## src/rtl/regListPkg.sv

```systemverilog
package regListPkg;
  typedef enum logic [2:0] {
    ST_IDLE, ST_SPRD, ST_XA, ST_XB, ST_SPWR, ST_FIN
  } seqState_t;

  typedef struct packed {
    logic accept;   // latch instruction fields
    logic spLoad;   // capture stack pointer from register read
    logic spStep;   // advance stack pointer, retire lowest list bit
    logic dataCap;  // capture transfer word
    logic spPort;   // register port addresses the stack pointer
  } seqStrobe_t;
endpackage

```

## src/rtl/regListCtrl.sv

```systemverilog
module regListCtrl
  import regListPkg::*;
(
  input  logic       clk,
  input  logic       rstN,
  input  logic       instrValid,
  input  logic       opMatch,
  input  logic       newListZero,
  input  logic       isStore,
  input  logic       lastBit,
  input  logic       regGnt,
  input  logic       memGnt,
  output logic       instrReady,
  output logic       done,
  output logic       regReq,
  output logic       regWe,
  output logic       memReq,
  output logic       memWe,
  output seqStrobe_t stb
);
  seqState_t state, nextState;

  always_ff @(posedge clk or negedge rstN) begin
    if (!rstN) state <= ST_IDLE;
    else       state <= nextState;
  end

  always_comb begin
    nextState  = state;
    stb        = '0;
    instrReady = 1'b0;
    done       = 1'b0;
    regReq     = 1'b0;
    regWe      = 1'b0;
    memReq     = 1'b0;
    memWe      = 1'b0;
    unique case (state)
      ST_IDLE: begin
        instrReady = 1'b1;
        if (instrValid && opMatch) begin
          stb.accept = 1'b1;
          nextState  = newListZero ? ST_FIN : ST_SPRD;
        end
      end
      ST_SPRD: begin
        regReq     = 1'b1;
        stb.spPort = 1'b1;
        if (regGnt) begin
          stb.spLoad = 1'b1;
          nextState  = ST_XA;
        end
      end
      ST_XA: begin
        regReq = isStore;
        memReq = !isStore;
        if (isStore ? regGnt : memGnt) begin
          stb.dataCap = 1'b1;
          nextState   = ST_XB;
        end
      end
      ST_XB: begin
        memReq = isStore;
        memWe  = isStore;
        regReq = !isStore;
        regWe  = !isStore;
        if (isStore ? memGnt : regGnt) begin
          stb.spStep = 1'b1;
          nextState  = lastBit ? ST_SPWR : ST_XA;
        end
      end
      ST_SPWR: begin
        regReq     = 1'b1;
        regWe      = 1'b1;
        stb.spPort = 1'b1;
        if (regGnt) nextState = ST_FIN;
      end
      ST_FIN: begin
        done      = 1'b1;
        nextState = ST_IDLE;
      end
      default: nextState = ST_IDLE;
    endcase
  end
endmodule

```

## src/rtl/regListPath.sv

```systemverilog
module regListPath
  import regListPkg::*;
#(
  parameter int DATA_W = 32,
  parameter int LIST_W = 8,
  parameter int IDX_W  = 4,
  parameter int INSTR_W = 16,
  parameter int SP_IDX = 15
) (
  input  logic               clk,
  input  logic               rstN,
  input  seqStrobe_t         stb,
  input  logic [INSTR_W-1:0] instrWord,
  input  logic [DATA_W-1:0]  regRdata,
  input  logic [DATA_W-1:0]  memRdata,
  output logic               opMatch,
  output logic               newListZero,
  output logic               isStore,
  output logic               lastBit,
  output logic [IDX_W-1:0]   regIdx,
  output logic [DATA_W-1:0]  regWdata,
  output logic [DATA_W-1:0]  memAddr,
  output logic [DATA_W-1:0]  memWdata
);
  localparam int POS_W  = $clog2(LIST_W);
  localparam int BYTE_W = DATA_W / 8;
  localparam int ALN_W  = $clog2(BYTE_W);
  localparam logic [DATA_W-1:0] STEP = DATA_W'(BYTE_W);

  logic [LIST_W-1:0] listBits;
  logic              bankSel;
  logic              storeMode;
  logic [DATA_W-1:0] sp;
  logic [DATA_W-1:0] dataHold;
  logic [POS_W-1:0]  curPos;
  logic [POS_W-1:0]  listPos;
  logic [DATA_W-1:0] rawAddr;

  assign opMatch     = instrWord[15:10] == 6'b100011;
  assign newListZero = instrWord[LIST_W-1:0] == '0;
  assign isStore     = storeMode;
  assign lastBit     = (listBits & (listBits - 1'b1)) == '0;

  always_comb begin
    curPos = '0;
    for (int k = LIST_W - 1; k >= 0; k--)
      if (listBits[k]) curPos = POS_W'(k);
  end

  assign listPos  = storeMode ? POS_W'(LIST_W - 1) - curPos : curPos;
  assign regIdx   = stb.spPort ? IDX_W'(SP_IDX) : IDX_W'({bankSel, listPos});
  assign regWdata = stb.spPort ? sp : dataHold;
  assign rawAddr  = storeMode ? sp - STEP : sp;
  assign memAddr  = {rawAddr[DATA_W-1:ALN_W], {ALN_W{1'b0}}};
  assign memWdata = dataHold;

  always_ff @(posedge clk or negedge rstN) begin
    if (!rstN) begin
      listBits  <= '0;
      bankSel   <= 1'b0;
      storeMode <= 1'b0;
      sp        <= '0;
      dataHold  <= '0;
    end else begin
      if (stb.accept) begin
        listBits  <= instrWord[LIST_W-1:0];
        bankSel   <= instrWord[LIST_W];
        storeMode <= instrWord[LIST_W+1];
      end
      if (stb.spLoad) sp <= regRdata;
      if (stb.dataCap) dataHold <= storeMode ? regRdata : memRdata;
      if (stb.spStep) begin
        sp       <= storeMode ? sp - STEP : sp + STEP;
        listBits <= listBits & (listBits - 1'b1);
      end
    end
  end
endmodule

```

## src/rtl/regListSeq.sv

```systemverilog
module regListSeq
  import regListPkg::*;
#(
  parameter int DATA_W  = 32,
  parameter int LIST_W  = 8,
  parameter int IDX_W   = 4,
  parameter int INSTR_W = 16
) (
  input  logic               clk,
  input  logic               rstN,
  input  logic               instrValid,
  input  logic [INSTR_W-1:0] instrWord,
  output logic               instrReady,
  output logic               done,
  output logic               regReq,
  output logic               regWe,
  output logic [IDX_W-1:0]   regIdx,
  output logic [DATA_W-1:0]  regWdata,
  input  logic [DATA_W-1:0]  regRdata,
  input  logic               regGnt,
  output logic               memReq,
  output logic               memWe,
  output logic [DATA_W-1:0]  memAddr,
  output logic [DATA_W-1:0]  memWdata,
  input  logic [DATA_W-1:0]  memRdata,
  input  logic               memGnt
);
  seqStrobe_t stb;
  logic opMatch, newListZero, isStore, lastBit;

  regListCtrl uCtrl (
    .clk(clk), .rstN(rstN), .instrValid(instrValid), .opMatch(opMatch),
    .newListZero(newListZero), .isStore(isStore), .lastBit(lastBit),
    .regGnt(regGnt), .memGnt(memGnt), .instrReady(instrReady), .done(done),
    .regReq(regReq), .regWe(regWe), .memReq(memReq), .memWe(memWe), .stb(stb)
  );

  regListPath #(
    .DATA_W(DATA_W), .LIST_W(LIST_W), .IDX_W(IDX_W), .INSTR_W(INSTR_W),
    .SP_IDX((1 << IDX_W) - 1)
  ) uPath (
    .clk(clk), .rstN(rstN), .stb(stb), .instrWord(instrWord),
    .regRdata(regRdata), .memRdata(memRdata), .opMatch(opMatch),
    .newListZero(newListZero), .isStore(isStore), .lastBit(lastBit),
    .regIdx(regIdx), .regWdata(regWdata), .memAddr(memAddr), .memWdata(memWdata)
  );
endmodule

```

## config.mk

```make
export PLATFORM = sky130hd
export DESIGN_NAME = regListSeq
export DESIGN_NICKNAME = d
export VERILOG_FILES = /design/src/rtl/regListPkg.sv /design/src/rtl/regListCtrl.sv /design/src/rtl/regListPath.sv /design/src/rtl/regListSeq.sv
export SDC_FILE = /design/constraint.sdc
export NUM_CORES = 1
export LEC_CHECK = 0
export ABC_AREA = 0
export BUFFER_PORTS_ARGS = -buffer_cell sky130_fd_sc_hd__clkbuf_2
export CAP_MARGIN = 20
export CORE_MARGIN = 2
export CORE_UTILIZATION = 31
export DETAILED_ROUTE_END_ITERATION = 12
export PLACE_DENSITY_LB_ADDON = 0.1
export SYNTH_ARGS = -nofsm -noshare
export SYNTH_HDL_FRONTEND = slang
export SYNTH_SLANG_ARGS = --single-unit
```

## constraint.sdc

```tcl
create_clock -name clk -period 1.9 [get_ports clk]
set_input_delay 0.095 -clock clk [delete_from_list [all_inputs] [get_ports clk]]
set_output_delay 0.095 -clock clk [all_outputs]
set_load 0.05 [all_outputs]
```

==> results of run 1 <==
-- state kept, by name, summed over array words and instances, names as in the netlist --
register        flops
uPath.listBits      8
uPath.bankSel       1
uPath.memWdata     32
uCtrl.state         3
uPath.sp           32
uPath.isStore       1
-- worst reg2reg max path, stage by stage (launching register included) --
cell and delay (ps):
dfrtp_2 420, buf_6 120, or4_4 540, nor2_4 200, buf_12 150, buf_6 100, buf_6 90, a32oi_2 90
mux2i_1 130, a221o_1 260
-- synthesized netlist by cell type (all sizes together) (9+ instances only) --
| cell | n |
|---|---|
| nor4 | 12 |
| nand2 | 140 |
| dfrtp | 77 |
| o21ai | 26 |
| buf | 55 |
| mux2i | 41 |
| clkbuf | 46 |
| a21oi | 45 |
| or3 | 9 |
| nor2 | 67 |
| nand4 | 21 |
| nand2b | 10 |
| xnor2 | 26 |
| nor3 | 21 |
| nand3 | 25 |
| inv | 11 |
-- layout make-up --
type	instances	area share
repair buffers	408	0.3531
well taps	260	0.02791
inverters	12	0.004079
clock buffers	13	0.02061
flip-flops and latches	77	0.1666
multi-input cells	581	0.4277
-- where the power goes --
group	total (mW)	internal [mW]	switching [mW]	leakage, nW
sequential	3.13	2.34	0.793	0.903
clock	1.57	0.867	0.701	0.116
combinational	19.7	8.65	11.1	4.45
total	24.4	11.9	12.6	5.47
-- per-stage QoR --
stage	total power [mW]	hold slack (ps)	area [sq um]	setup TNS, ps
2_1_floorplan	12.30	-200.6	6195	-3219
3_3_place_gp	18.35	98.02	8743	-2107
3_5_place_dp	18.39	91.54	8743	-3052
4_1_cts	21.36	3.466	10120	-8513
5_1_grt	25.56	17.64	11650	-19080
6_report	24.43	8.750	11650	-13520
-- timing repair --
action / in CTS / in global routing
hold endpoints to repair: 37 / 0
hold buffers: 7 / 0
cloned: 0 / 12
endpoints found under the setup margin: 87 / 95
gates resized for setup: 150 / 253
buffers inserted: 39 / 50
pin swaps: 50 / 101
-- logic make-up after synthesis --
family / Yosys count / share of synthesized area
AOI/OAI and AO/OA: 144 / 0.1572
xor gates and xnor gates: 33 / 0.04798
adders and majority gates: 5 / 0.009969
buffers and inverters: 113 / 0.09740
DFF: 77 / 0.3198
muxes: 44 / 0.07373
other: 1 / 0.0006225
and+or+nand+nor: 352 / 0.2932
-- metal layers --
metal	share of wire	global-route usage	up-vias
met2	0.51	0.3609	221
met5	0.00051	0	-
met1	0.42	0.2905	3371
met3	0.055	0.04632	29
li1	-	-	3327
met4	0.016	0.04334	2
-- path summary, 6_finish.rpt --
| check | slack (ps) | cells after the start | end |
|---|---|---|---|
| min reg2reg | 480 | 2 | uPath.sp[0]$_DFFE_PN0P_ |
| max | -500 | 8 | memAddr[28] |
| min in group asynchronous | 260 | 2 | uPath.memWdata[17]$_DFFE_PN0P_ |
| max in group asynchronous | 1030 | 3 | uCtrl.state[0]$_DFFE_PN0P_ |
| max reg2reg | -310 | 9 | uPath.sp[24]$_DFFE_PN0P_ |
| min | 9 | 3 | uPath.isStore$_DFFE_PN0P_ |
==> results.toml, run 1 <==
[outcome]
outcome = "complete, but fails checks"
violations = "setup timing"

[die]
rows = 50
die_height_microns = 143.4
coreArea_sq_mm = 0.01889
die_area_sq_mm = 0.02057
start_util = 0.3189
io_pins = 191
die_width_microns = 143.4

[clock_network]
insertion_delay_ps = 350
htreeDepth = 3
cts_tree = "built"
cts-root-buf = "clkbuf_16"
clock-sinks = 77
path_clk_slew_ps = 60
clock_tree.buffer_depth = 2
numCtsBuffers = 9

[sta]
period_share = 1.265
post-route-min-period_ps = 2404
setup_viol_count_final = 78
worst_slew_pin_slew_ps = 504.2
final_hold_viol_count = 0
fin_skew_ps = 9.467
max_freq_ghz = 0.4159
rsz0062_at_grt = "true"
max_slew_margin = 0.6639
slew_viol_final = 0
final.setup.worst_slack_ps = -504.2

[global_routing]
grt_overflow = 0
track_usage = 0.2166
grt_pass1_vias = 6447
grt_max_degree = 39
grt_first_pass_wirelength_microns = 34890
grt_antenna_before_repair = 1

[finish]
final_cells = 1351
nNetsFinal = 1178
flow.area_growth_from_synthesis_pct = 93.46
layout_common_cells = "buf_4 (134), clkbuf_2 (120), nand2_1 (78)"
n_fill_cell = 1613
seqCellArea_sq_mm = 0.001942
diodes = 0
drive_gt1_frac = 0.5756
final_core_util = 0.6169
final_common_cell = "buf_4"
multi_input_area_sq_mm = 0.004985

[drt]
viasPerCell = 5.144
wl_per_cell_microns = 19.05
route.detailed.drc = 0
antenna_left = 0
drt-initial-drc-count = 314
drtPass1Iterations = 5
vias = 6950
drt_wl_total_microns = 25740

[yosys]
synth_ff_type = "dfrtp_1"
yosysWarnings = 0
yosysSeqAreaShare = 0.3198
synth-seq-cells = 77
yosys.area.top_type_share = 0.3198
netlist_area_sq_mm = 0.006025
synthTopCellsByArea = "dfrtp_1 (32%), nand2_1 (8.7%), mux2i_1 (6.8%)"
synthCells = 769
synth_area_per_cell_sq_um = 7.834
synth_area_leader_cell = "dfrtp_1"
async_flop_share = 1.000
synth_edf_count = 0
ys_types = 73

[placement]
portBuffers = 188
hpwl_microns = 16310
place_inst = 1243
place_ws_ps = -164.5
gp_congestion = 0.8698

[setup_path]
path_class = "reg2out"
path_delay_family = "simple AND/OR/NAND/NOR gates"
cp_max_fo = 4
cp_slowest_cell = "dfrtp_2"
crit_buf_inv = 3
reg2reg_from = "uPath.sp[15]$_DFFE_PN0P_"
worstPathArrival_ps = 2310
crit_chain = "inv_2 > ha_4 > and4bb_2 > nand4_1 > buf_4 > or2_4 > xnor2_4 > buf_12"
cp.required_ps = 1800
max_stage_delay_ps = 440
startpoint_type = "flop"
cp-startpoint = "uPath.sp[2]$_DFFE_PN0P_"
endpoint_kind = "output pin"

[pwr]
p_leak_nw = 5.468
power_density_mw_per_mm2 = 2096
peakVddDrop_mv = 1.302

[min_path]
min_from = "instrWord[9]"
min_path_type = "in2reg"

[run]
drv_cap = 0
Note: power is estimated with default switching activity, not from simulation.
==> run 2: changes to the inputs <==
--- a/config.mk
+++ b/config.mk
@@ -9,8 +9,9 @@
 export BUFFER_PORTS_ARGS = -buffer_cell sky130_fd_sc_hd__clkbuf_2
 export CAP_MARGIN = 20
 export CORE_MARGIN = 2
-export CORE_UTILIZATION = 31
+export CORE_UTILIZATION = 47
 export DETAILED_ROUTE_END_ITERATION = 12
+export MAX_ROUTING_LAYER = met4
 export PLACE_DENSITY_LB_ADDON = 0.1
 export SYNTH_ARGS = -nofsm -noshare
 export SYNTH_HDL_FRONTEND = slang
==> run 2 against run 1 <==
  * The run still ends with setup timing left
  * Via count is 6.9% higher
  * Total power is 6.9% lower
  * Final area is 6.6% lower
  * Sequential cell count stayed put
  * Global-route usage is 13 points higher
  * Cell count is 8.1% lower
  * Hold slack better by 5.0 ps
  * Clock power is 25% higher
  * Setup slack hardly changed
  * Routed wire length is 3.0% higher
  * Critical path depth is 2 lower
  * Clock skew is 3.9 ps higher
  * Critical path type unchanged
  * Largest cell class unchanged
  * Highest routed layer is now met4
==> results.toml, run 2 (synthesis results as in run 1) <==
[outcome]
outcome = "complete, but fails checks"
violations = "setup timing"

[drt]
wl_per_cell_microns = 21.34
vias = 7431
route.detailed.drc = 0
antenna_left = 0
drt-initial-drc-count = 611
drt_wl_total_microns = 26510
drtPass1Iterations = 7
viasPerCell = 5.983

[sta]
post-route-min-period_ps = 2405
final.setup.worst_slack_ps = -504.7
final_hold_viol_count = 0
max_freq_ghz = 0.4159
worst_slew_pin_slew_ps = 563.2
period_share = 1.266
max_slew_margin = 0.6245
setup_tns_ps = -11430
whs_ps = 13.71
setup_viol_count_final = 55
rsz0062_at_grt = "true"
slew_viol_final = 0
fin_skew_ps = 13.35

[global_routing]
grt_first_pass_wirelength_microns = 35620
grt_overflow = 0
grt_antenna_before_repair = 0
grt_max_degree = 42
grt_pass1_vias = 7079
track_usage = 0.3468

[finish]
final_common_cell = "nand2_1"
diodes = 0
n_fill_cell = 640
nNetsFinal = 1154
drive_gt1_frac = 0.5187
layout_common_cells = "nand2_1 (129), clkbuf_2 (123), buf_4 (120)"
flow.area_growth_from_synthesis_pct = 80.68

[setup_path]
startpoint_type = "flop"
worstPathArrival_ps = 2310
path_class = "reg2out"
cp.required_ps = 1800
cp_max_fo = 3
endpoint_kind = "output pin"

[pwr]
pwr-share-seq = 0.138
p_leak_nw = 5.142
p_sw_frac = 0.5298
total_power_mw = 22.75
power_density_mw_per_mm2 = 2090
total_switching_power_mw = 12.05
clockPowerShare = 0.086
comb_power_share = 0.775
peakVddDrop_mv = 2.037
p_int_mw = 10.70

[die]
die_height_microns = 117.2
die_width_microns = 117.2
io_pins = 191
rows = 41
die_area_sq_mm = 0.01374
start_util = 0.4793
coreArea_sq_mm = 0.01257

[clock_network]
path_clk_slew_ps = 70
cts-root-buf = "clkbuf_16"
insertion_delay_ps = 350
htreeDepth = 3
numCtsBuffers = 9
cts_tree = "built"
clock_tree.buffer_depth = 2
clock-sinks = 77

[min_path]
min_path_type = "in2reg"

[run]
drv_cap = 0

[placement]
hpwl_microns = 15540
gp_congestion = 0.9473
portBuffers = 188
-- run 2: cell count changes in the layout (fill, tap and decap cells not counted), moves of 7 or more --
cell	change
nand2_2	-23
clkbuf_4	+7
buf_4	-14
nand2_4	-30
nand2_1	+51
buf_12	-10
clkbuf_16	-10
-- run 2: timing repair --
| action | 4_1_cts | 5_1_grt |
|---|---|---|
| gates cloned | 2 | 0 |
| setup endpoints to repair | 88 | 90 |
| hold buffers | 12 | 0 |
| buffers inserted | 34 | 47 |
| hold endpoints to repair | 47 | 0 |
| resized for setup | 160 | 160 |
| pin swaps | 48 | 67 |
-- run 2: metrics by stage --
stage	cells	utilization	setup WS, ps	cell area (sq um)
after global routing	1242	0.8661	-626.7	10890
after floorplan	770	-	-297.0	6195
after detailed placement	1143	0.6692	-271.6	8411
after CTS	1205	0.7917	-526.8	9951
final	1242	0.8661	-504.7	10890
after global placement	1143	0.6692	-202.5	8411
-- run 2: final cells by class --
| cell class | count | area, sq um | area share |
|---|---|---|---|
| multi-input combinational | 580 | 4703 | 0.4321 |
| inverter | 12 | 51.30 | 0.004713 |
| clock inverter | 6 | 86.33 | 0.007931 |
| clock buffer | 10 | 239.0 | 0.02195 |
| timing repair buffer | 385 | 3645 | 0.3348 |
| tap | 172 | 215.2 | 0.01977 |
| sequential | 77 | 1946 | 0.1787 |
-- run 2: power groups by stage --
stage | registers [mW] | clock network (mW) | logic [mW]
CTS | 3.05 | 1.95 | 16.1
global placement | 3.01 | 0 | 14.5
floorplan | 3.94 | 0 | 8.36
detailed placement | 3.05 | 0 | 14.6
finish | 3.15 | 1.96 | 17.6
global route | 3.21 | 2.04 | 18.4
-- run 2: final timing paths --
| kind | from | to | slack [ps] | depth (start not counted) |
|---|---|---|---|---|
| max | uPath.sp[22]$_DFFE_PN0P_ | memAddr[31] | -500 | 6 |
| min | instrWord[4] | uPath.listBits[4]$_DFFE_PN0P_ | 10 | 2 |
| max reg2reg | uPath.sp[16]$_DFFE_PN0P_ | uPath.sp[24]$_DFFE_PN0P_ | -360 | 9 |
| min reg2reg | uPath.sp[0]$_DFFE_PN0P_ | uPath.sp[0]$_DFFE_PN0P_ | 480 | 2 |
| max in group asynchronous | rstN | uPath.listBits[7]$_DFFE_PN0P_ | 950 | 3 |
| min in group asynchronous | rstN | uPath.memWdata[18]$_DFFE_PN0P_ | 270 | 2 |
-- run 2: critical path: stages, from the launching register on --
cell and delay, ps:
dfrtp_2 440, nor4_4 310, nand4_1 190, or4_4 550
xnor2_2 190, buf_4 150, buf_12 120
-- run 2: routing by layer --
metal  global-route usage  share of wire  wire (microns)  vias to the layer above
li1                     -              -               -                     3275
met1               0.4058           0.37            9886                     3624
met2               0.5874           0.51           13580                      418
met3              0.06334          0.069            1835                      114
met4               0.1435          0.045            1202                        0
met5                    -              0               0                        -
